`src/rtl/dpa_pkg.sv`:
```
package dpa_pkg;
    typedef enum logic [1:0] {
        OWN_NONE  = 2'd0,
        OWN_LEFT  = 2'd1,
        OWN_RIGHT = 2'd2
    } owner_e;

    typedef struct packed {
        owner_e owner;
        logic   busy_l;
        logic   busy_r;
    } arb_state_t;

    localparam int unsigned NUM_SIDES = 2;
endpackage

```
`src/rtl/dpa_side_track.sv`:
```
// Remembers one side's enable, address and external busy from the previous
// edge, so that arrival order and busy settling can be judged.
module dpa_side_track #(
    parameter int unsigned ADDR_W = 14
) (
    input  logic              clk,
    input  logic              rst_n,
    input  logic              en_i,
    input  logic [ADDR_W-1:0] addr_i,
    input  logic              busy_ext_i,
    output logic              held_o,
    output logic              busy_ext_q_o
);
    typedef struct packed {
        logic              en;
        logic [ADDR_W-1:0] addr;
        logic              busy_ext;
    } trk_t;

    trk_t trk_d, trk_q;

    always_comb begin
        trk_d          = trk_q;
        trk_d.en       = en_i;
        trk_d.addr     = addr_i;
        trk_d.busy_ext = busy_ext_i;
    end

    always_ff @(posedge clk) begin
        if (!rst_n) begin
            trk_q <= '0;
        end else begin
            trk_q <= trk_d;
        end
    end

    // A side counts as "held" when it was already enabled on the same word
    // at the previous edge.
    assign held_o       = en_i && trk_q.en && (addr_i == trk_q.addr);
    assign busy_ext_q_o = trk_q.busy_ext;
endmodule

```
`src/rtl/dpa_owner.sv`:
```
// Holds which side owns a contended word and registers the busy flags.
module dpa_owner (
    input  logic            clk,
    input  logic            rst_n,
    input  logic            master_i,
    input  logic            match_i,
    input  logic            left_held_i,
    input  logic            right_held_i,
    output dpa_pkg::owner_e owner_now_o,
    output logic            busy_l_o,
    output logic            busy_r_o
);
    import dpa_pkg::*;

    arb_state_t st_d, st_q;

    always_comb begin
        st_d = st_q;
        if (!master_i || !match_i) begin
            st_d.owner = OWN_NONE;
        end else if (st_q.owner == OWN_NONE) begin
            // Newly seen collision: the side already in place wins; a tie
            // (both new or both held) goes to the left side.
            if (right_held_i && !left_held_i) begin
                st_d.owner = OWN_RIGHT;
            end else begin
                st_d.owner = OWN_LEFT;
            end
        end
        st_d.busy_l = (st_d.owner == OWN_RIGHT);
        st_d.busy_r = (st_d.owner == OWN_LEFT);
    end

    always_ff @(posedge clk) begin
        if (!rst_n) begin
            st_q <= '{owner: OWN_NONE, busy_l: 1'b0, busy_r: 1'b0};
        end else begin
            st_q <= st_d;
        end
    end

    assign owner_now_o = st_d.owner;
    assign busy_l_o    = st_q.busy_l;
    assign busy_r_o    = st_q.busy_r;
endmodule

```
`src/rtl/dpa_side_gate.sv`:
```
// Turns one side's access into a write permit and a read-unsure flag.
module dpa_side_gate (
    input  logic master_i,
    input  logic en_i,
    input  logic we_i,
    input  logic lose_i,
    input  logic busy_ext_i,
    input  logic busy_ext_q_i,
    output logic wr_ok_o,
    output logic rd_unsure_o
);
    logic blocked;

    always_comb begin
        if (master_i) begin
            blocked = lose_i;
        end else begin
            // Following role: the busy input must have been low at this
            // edge and at the previous one.
            blocked = busy_ext_i || busy_ext_q_i;
        end
        wr_ok_o     = en_i && we_i && !blocked;
        rd_unsure_o = en_i && !we_i && blocked;
    end
endmodule

```
`src/rtl/dp_collision_arbiter.sv`:
```
module dp_collision_arbiter #(
    parameter int unsigned ADDR_W = 14
) (
    input  logic              clk,
    input  logic              rst_n,
    input  logic              master_mode,
    input  logic              left_en,
    input  logic [ADDR_W-1:0] left_addr,
    input  logic              left_we,
    input  logic              right_en,
    input  logic [ADDR_W-1:0] right_addr,
    input  logic              right_we,
    input  logic              busy_in_left,
    input  logic              busy_in_right,
    output logic              busy_left_o,
    output logic              busy_right_o,
    output logic              left_wr_ok,
    output logic              right_wr_ok,
    output logic              left_rd_unsure,
    output logic              right_rd_unsure
);
    import dpa_pkg::*;

    localparam int unsigned NS = NUM_SIDES;

    logic [NS-1:0]     en_v, we_v, bin_v, held_v, binq_v, lose_v, wr_v, un_v;
    logic [ADDR_W-1:0] addr_v [NS];
    owner_e            owner_now;
    logic              match;

    assign en_v   = {right_en, left_en};
    assign we_v   = {right_we, left_we};
    assign bin_v  = {busy_in_right, busy_in_left};
    assign addr_v[0] = left_addr;
    assign addr_v[1] = right_addr;

    assign match = en_v[0] && en_v[1] && (addr_v[0] == addr_v[1]);

    for (genvar p = 0; p < NS; p++) begin : g_side
        dpa_side_track #(.ADDR_W(ADDR_W)) u_track (
            .clk          (clk),
            .rst_n        (rst_n),
            .en_i         (en_v[p]),
            .addr_i       (addr_v[p]),
            .busy_ext_i   (bin_v[p]),
            .held_o       (held_v[p]),
            .busy_ext_q_o (binq_v[p])
        );

        assign lose_v[p] = (owner_now == ((p == 0) ? OWN_RIGHT : OWN_LEFT));

        dpa_side_gate u_gate (
            .master_i     (master_mode),
            .en_i         (en_v[p]),
            .we_i         (we_v[p]),
            .lose_i       (lose_v[p]),
            .busy_ext_i   (bin_v[p]),
            .busy_ext_q_i (binq_v[p]),
            .wr_ok_o      (wr_v[p]),
            .rd_unsure_o  (un_v[p])
        );
    end

    dpa_owner u_owner (
        .clk          (clk),
        .rst_n        (rst_n),
        .master_i     (master_mode),
        .match_i      (match),
        .left_held_i  (held_v[0]),
        .right_held_i (held_v[1]),
        .owner_now_o  (owner_now),
        .busy_l_o     (busy_left_o),
        .busy_r_o     (busy_right_o)
    );

    assign left_wr_ok      = wr_v[0];
    assign right_wr_ok     = wr_v[1];
    assign left_rd_unsure  = un_v[0];
    assign right_rd_unsure = un_v[1];
endmodule

```
`config.mk`:
```
export PLATFORM = sky130hd
export DESIGN_NAME = dp_collision_arbiter
export DESIGN_NICKNAME = d
export VERILOG_FILES = /design/src/rtl/dpa_pkg.sv /design/src/rtl/dpa_side_track.sv /design/src/rtl/dpa_owner.sv /design/src/rtl/dpa_side_gate.sv /design/src/rtl/dp_collision_arbiter.sv
export SDC_FILE = /design/constraint.sdc
export NUM_CORES = 1
export LEC_CHECK = 0
export ABC_AREA = 1
export BUFFER_PORTS_ARGS = -buffer_cell sky130_fd_sc_hd__clkbuf_2
export CAP_MARGIN = 20
export CORE_AREA = 2 2 73 61
export DETAILED_ROUTE_END_ITERATION = 10
export DIE_AREA = 0 0 75 63
export GPL_TIMING_DRIVEN = 0
export PLACE_DENSITY = 0.75
export SYNTH_ARGS = -nofsm -noshare
export SYNTH_HDL_FRONTEND = slang
export SYNTH_SLANG_ARGS = --single-unit
```
`constraint.sdc`:
```
create_clock -name clk -period 1.9 [get_ports clk]
set_input_delay 0 -clock clk [delete_from_list [all_inputs] [get_ports clk]]
set_output_delay 0 -clock clk [all_outputs]
set_load 0.05 [all_outputs]
```
* Yosys cells after proc, flatten, opt, wreduce, memory -nomap -nowiden
Index checks and enable logic that the tools add are counted.
W data, S select, Z words.
** Word-level totals
- Register bits :: 36
- Latch bits :: 0
- Memory bits (writable) :: 0
- Bits in read-only memories :: 0
- Input port bits :: 37
- Output and inout bits :: 6
- Word-level logic and storage cells :: 45
- Memories kept :: 0
** Operators by class
- Add/subtract/negate cells :: 0
- $mul :: 0
- Divide/modulo/power cells :: 0
- $lt $le $gt $ge :: 0
- Eq/ne operators :: 5
- Shift-type cells :: 0
- Mux-type cells :: 5
- Bitwise operators :: 0
- Reduce and logical (&&, ||, !) cells :: 26
** Operator list (count)
- $eq A14 B14 Y1 :: 3
- $logic_and A1 B1 Y1 :: 15
- $logic_not A1 Y1 :: 7
- $mux W2 :: 3
- $logic_or A1 B1 Y1 :: 3
- $eq A2 B1 Y1 const B :: 1
- $eq A2 B2 Y1 const B :: 1
- $logic_not A2 Y1 :: 1
- $mux W1 :: 2

* Depth between registers and ports, before layout
- Word-level depth :: 11
- Depth in mapped cells :: 13
- Gate-level depth less buffers :: 13

* Cells and area by module
A second synthesis with hierarchy kept.
** Unflattened totals
- Cell total of the unflattened synthesis :: 370
- Area, all modules :: 2104.5 µm²
** Modules (own cells, without submodules)
- dpa_side_track :: times used 2, cells an instance 123, area each 745.7 µm², seq. area each 320.3 µm²
- dp_collision_arbiter :: times used 1, cells an instance 77, area each 310.3 µm², seq. area each 0.0 µm²
- dpa_owner :: times used 1, cells an instance 25, area each 200.2 µm², seq. area each 80.1 µm²
- dpa_side_gate :: times used 2, cells an instance 11, area each 51.3 µm², seq. area each 0.0 µm²

* Worst setup path after synthesis
Ideal clock, no wire load.
- Path kind :: register to output
- Start :: register u_owner.st_q[3] in the netlist's numbering
- End :: output port right_wr_ok
- Arrival :: 1.684 ns
- Data required time :: 1.900 ns
- Path slack :: 0.216 ns
- Cell stages (with the launch flop) :: 12
- Path buffers :: 0
- Cell sequence :: dfxtp_1 inv_1 nand2_1 nor2_1 nand2_1 nor2_1 nand2_1 nor2_2 nand2_2 nand3_1 nand3_1 nor2_1
** Between the ends
- Longest elaborated chain between the ends :: 7
** RTL lines
- start: declaration :: line dpa_owner.sv:15 : arb_state_t st_d, st_q;
- start signal: assignment :: line dpa_owner.sv:36 : st_q <= '{owner: OWN_NONE, busy_l: 1'b0, busy_r: 1'b0};
- start signal: assignment :: line dpa_owner.sv:38 : st_q <= st_d;
- $logic_not A2 Y1 :: line dpa_owner.sv:21 : end else if (st_q.owner == OWN_NONE) begin
- $mux W2 * :: line dpa_owner.sv:21
- $mux W2 * :: line dpa_owner.sv:19 : if (!master_i || !match_i) begin
- $eq A2 B1 Y1 * :: line dp_collision_arbiter.sv:50 : assign lose_v[p] = (owner_now == ((p == 0) ? OWN_RIGHT : OWN_LEFT));
- $mux W1 * :: line dpa_side_gate.sv:15 : if (master_i) begin
- $logic_not A1 Y1 * :: line dpa_side_gate.sv:22 : wr_ok_o = en_i && we_i && !blocked;
- $logic_and A1 B1 Y1 * :: line dpa_side_gate.sv:22
- end: declaration :: line dp_collision_arbiter.sv:18 : output logic right_wr_ok,
Every way passes the cells marked *; elsewhere a longest branch is shown, timed or not.

* Worst setup path after layout
- Start :: input port right_addr[8]
- End :: output port right_rd_unsure
** Between the ends
- Longest elaborated chain between the ends :: 9
- Elaborated cells between the ends (all ways) :: 13
- Classes of those cells :: eq/ne (3); mux (4); reduce/logical (6)
** RTL lines
- start: declaration :: line dp_collision_arbiter.sv:11 : input logic [ADDR_W-1:0] right_addr,
- $eq A14 B14 Y1 :: line dpa_side_track.sv:39 : assign held_o = en_i && trk_q.en && (addr_i == trk_q.addr);
- $logic_and A1 B1 Y1 :: line dpa_side_track.sv:39
- $logic_and A1 B1 Y1 :: line dpa_owner.sv:24 : if (right_held_i && !left_held_i) begin
- $mux W2 :: line dpa_owner.sv:24
- $mux W2 :: line dpa_owner.sv:21
- $mux W2 * :: line dpa_owner.sv:19
- $eq A2 B1 Y1 * :: line dp_collision_arbiter.sv:50
- $mux W1 * :: line dpa_side_gate.sv:15
- $logic_and A1 B1 Y1 * :: line dpa_side_gate.sv:23 : rd_unsure_o = en_i && !we_i && blocked;
- end: declaration :: line dp_collision_arbiter.sv:20 : output logic right_rd_unsure
Marked as above.

==> qor.yml <==
max-slew-margin-rel: 0.635
finalCritPeriodShare: 0.971
syn_inst: 340
cts_sinks: 36
path_max_fanout: 4
cp-end-kind: "output pin"
pre_cts_ws_ns: 0.382
synth_area_per_cell_um2: 5.72
yosys_warnings: 0
dpl_cell_area_um2: 2220
die_w_um: 75
cts_tree: "built"
finalSetupViolations: 0
cts_setup_buffers: 0
finalClockSkew_ns: 0.00284
fp.dieH_um: 63
required_ns: 1.90
rsz0062_at_grt: "true"
htree_num_levels: 2
cts-root-buf: "clkbuf_8"
grt_pass1_wl_um: 7490
final_util: 0.655
clk_latency_ns: 0.29
status: "complete, no violations"
ant_nets: 0
io-pin-count: 43
clock_path_buffers: 2
crit_type: "in -> out"
start_kind: "input port"
dr.first_iter.drc_count: 79
via_count: 1979
layout.nets: 446
hold_depth: 3
std_cell_rows: 21
power_mw: 1.68
portBuffers: 41
holdCritPathClass: "in -> reg"
reg2regPathDepth: 11
wl_per_cell_um: 9.63
grt_max_degree: 11
place.detailed.hpwl_um: 3170
final_max_slew_viol_count: 0
area_growth_pct: 35.3
synth-seq-area-share: 0.371
grt_overflow: 0
power_density_nw_per_um2: 637
final_cell_area_um2: 2630
coreArea_um2: 4020
place_congestion: 0.804
cts_buffers: 5
drv_cap: 0
initial_core_util: 0.484
antenna_found_initial: 0
dieArea_um2: 4730
grt_pass1_vias: 1807
wl_um: 4500
tightestPinTransition_ns: 0.548
drcViolationCount: 0
clkTransAtPathRegs_ns: 0.07
finalHoldViolCount: 0
grtUsageTotal: 0.210
drive_gt1_frac: 0.141
p_leak_nw: 1.67
firstDrtPassIters: 4
ir_drop_mv: 0.415
finalWorstSetupSlack_ns: 0.0560
max_freq_ghz: 0.542
syn_nets: 377
vias_per_cell: 4.24
synth_cell_types: 17
antenna_cells: 0
cp_data_arrival_time_ns: 1.84
tns_ns: 0
synth_seq_cells: 36
synth_area_um2: 1940
period_needed_ns: 1.84
==> placed cells by master, fill, tap and decap left out <==
| master | count |
|---|---|
| clkbuf_2 | 22 |
| dlygate4sd3_1 | 25 |
| clkinv_1 | 2 |
| inv_1 | 81 |
| dlymetal6s4s_1 | 7 |
| a21oi_1 | 1 |
| inv_2 | 7 |
| nor2_1 | 26 |
| xor2_1 | 1 |
| nand2_1 | 152 |
| a21oi_2 | 1 |
| dfxtp_1 | 35 |
| nor3b_2 | 1 |
| buf_2 | 2 |
| buf_6 | 3 |
| clkbuf_1 | 6 |
| o21ai_0 | 6 |
| nor2_2 | 6 |
| buf_4 | 3 |
| dfxtp_2 | 1 |
| nand2_2 | 5 |
| nand3_2 | 1 |
| clkbuf_8 | 6 |
| xnor2_1 | 5 |
| nand3_1 | 5 |
==> sequential cells by signal, indices dropped and copies added, names as in the netlist <==
signal / flops
g_side.u_track.busy_ext_q_o: 2
g_side.u_track.trk_q: 30
u_owner.busy_l_o: 1
u_owner.busy_r_o: 1
u_owner.st_q: 2
==> cell type report <==
| type | instances | area, µm² |
|---|---|---|
| inverter | 90 | 338 |
| fill | 374 | 1390 |
| clock buffer | 8 | 90.1 |
| multi-input combinational | 210 | 881 |
| sequential | 36 | 722 |
| tap | 57 | 71.3 |
| timing repair buffer | 62 | 514 |
| buffer | 4 | 15.0 |
==> routing by layer <==
metal	vias to the layer above	GRT usage	share of wire
met5	-	0	0
met4	0	0.0692	0.020
met3	9	0.0710	0.044
met2	37	0.318	0.45
met1	848	0.276	0.48
li1	1085	-	-
==> worst paths after layout <==
path | start | end | slack (ns)
worst min-delay path | rst_n | g_side[1].u_track.trk_q[15]$_SDFF_PN0_ | 0.02
worst max register to register | u_owner.st_q[3]$_SDFF_PN0_ | u_owner.busy_l_o$_SDFF_PN0_ | 0.64
worst min register to register | u_owner.st_q[3]$_SDFF_PN0_ | u_owner.busy_r_o$_SDFF_PN0_ | 0.61
worst max-delay path | right_addr[8] | right_rd_unsure | 0.06
==> stage by stage <==
step	hold slack, ns	cells
2_1_floorplan	0.0935	340
3_3_place_gp	0.197	438
3_5_place_dp	0.199	438
4_1_cts	0.0115	478
5_1_grt	0.0403	467
6_report	0.0151	467
==> kinds of logic after synthesis <==
| group | synth area share |
|---|---|
| compound gates | 0.0225 |
| xor+xnor | 0.0270 |
| flops | 0.371 |
| simple gates | 0.398 |
| buf+inv | 0.181 |
==> critical path, cell delays in order <==
cell and delay [ns]:
dlygate4sd3_1 0.54, buf_2 0.15, xnor2_1 0.15, nand3_1 0.09
nor2_1 0.10, nand2_1 0.09, inv_1 0.13, nand3_1 0.14
a21oi_1 0.22, buf_4 0.25
==> report_power, final <==
group          internal [mW]  leakage (nW)  total (mW)  switching [mW]
registers              0.791         0.299       0.806          0.0147
clock network          0.295        0.0455       0.557           0.261
logic                  0.141          1.32       0.313           0.173
total                   1.23          1.67        1.68           0.449
==> synthesized netlist by cell type <==
cell type | number | area [µm²]
nor3b_2 | 1 | 12.5
nand2_2 | 4 | 25.0
a21oi_2 | 1 | 8.76
nand3_1 | 5 | 25.0
o21ai_0 | 6 | 30.0
xnor2_1 | 5 | 43.8
clkbuf_1 | 4 | 15.0
nor2_1 | 29 | 109
dfxtp_1 | 36 | 721
nor2_2 | 3 | 18.8
xor2_1 | 1 | 8.76
inv_2 | 6 | 22.5
nand3_2 | 1 | 10.0
a21oi_1 | 1 | 5.00
nand2_1 | 153 | 574
inv_1 | 82 | 308
clkinv_1 | 2 | 7.51
==> timing repair <==
| action | CTS | global route |
|---|---|---|
| setup endpoints to repair | 0 | 4 |
| gates resized for setup | 0 | 34 |
| hold buffers | 32 | 0 |
| endpoints found under the hold margin | 32 | 0 |
Note: power is estimated with default switching activity, not from simulation.
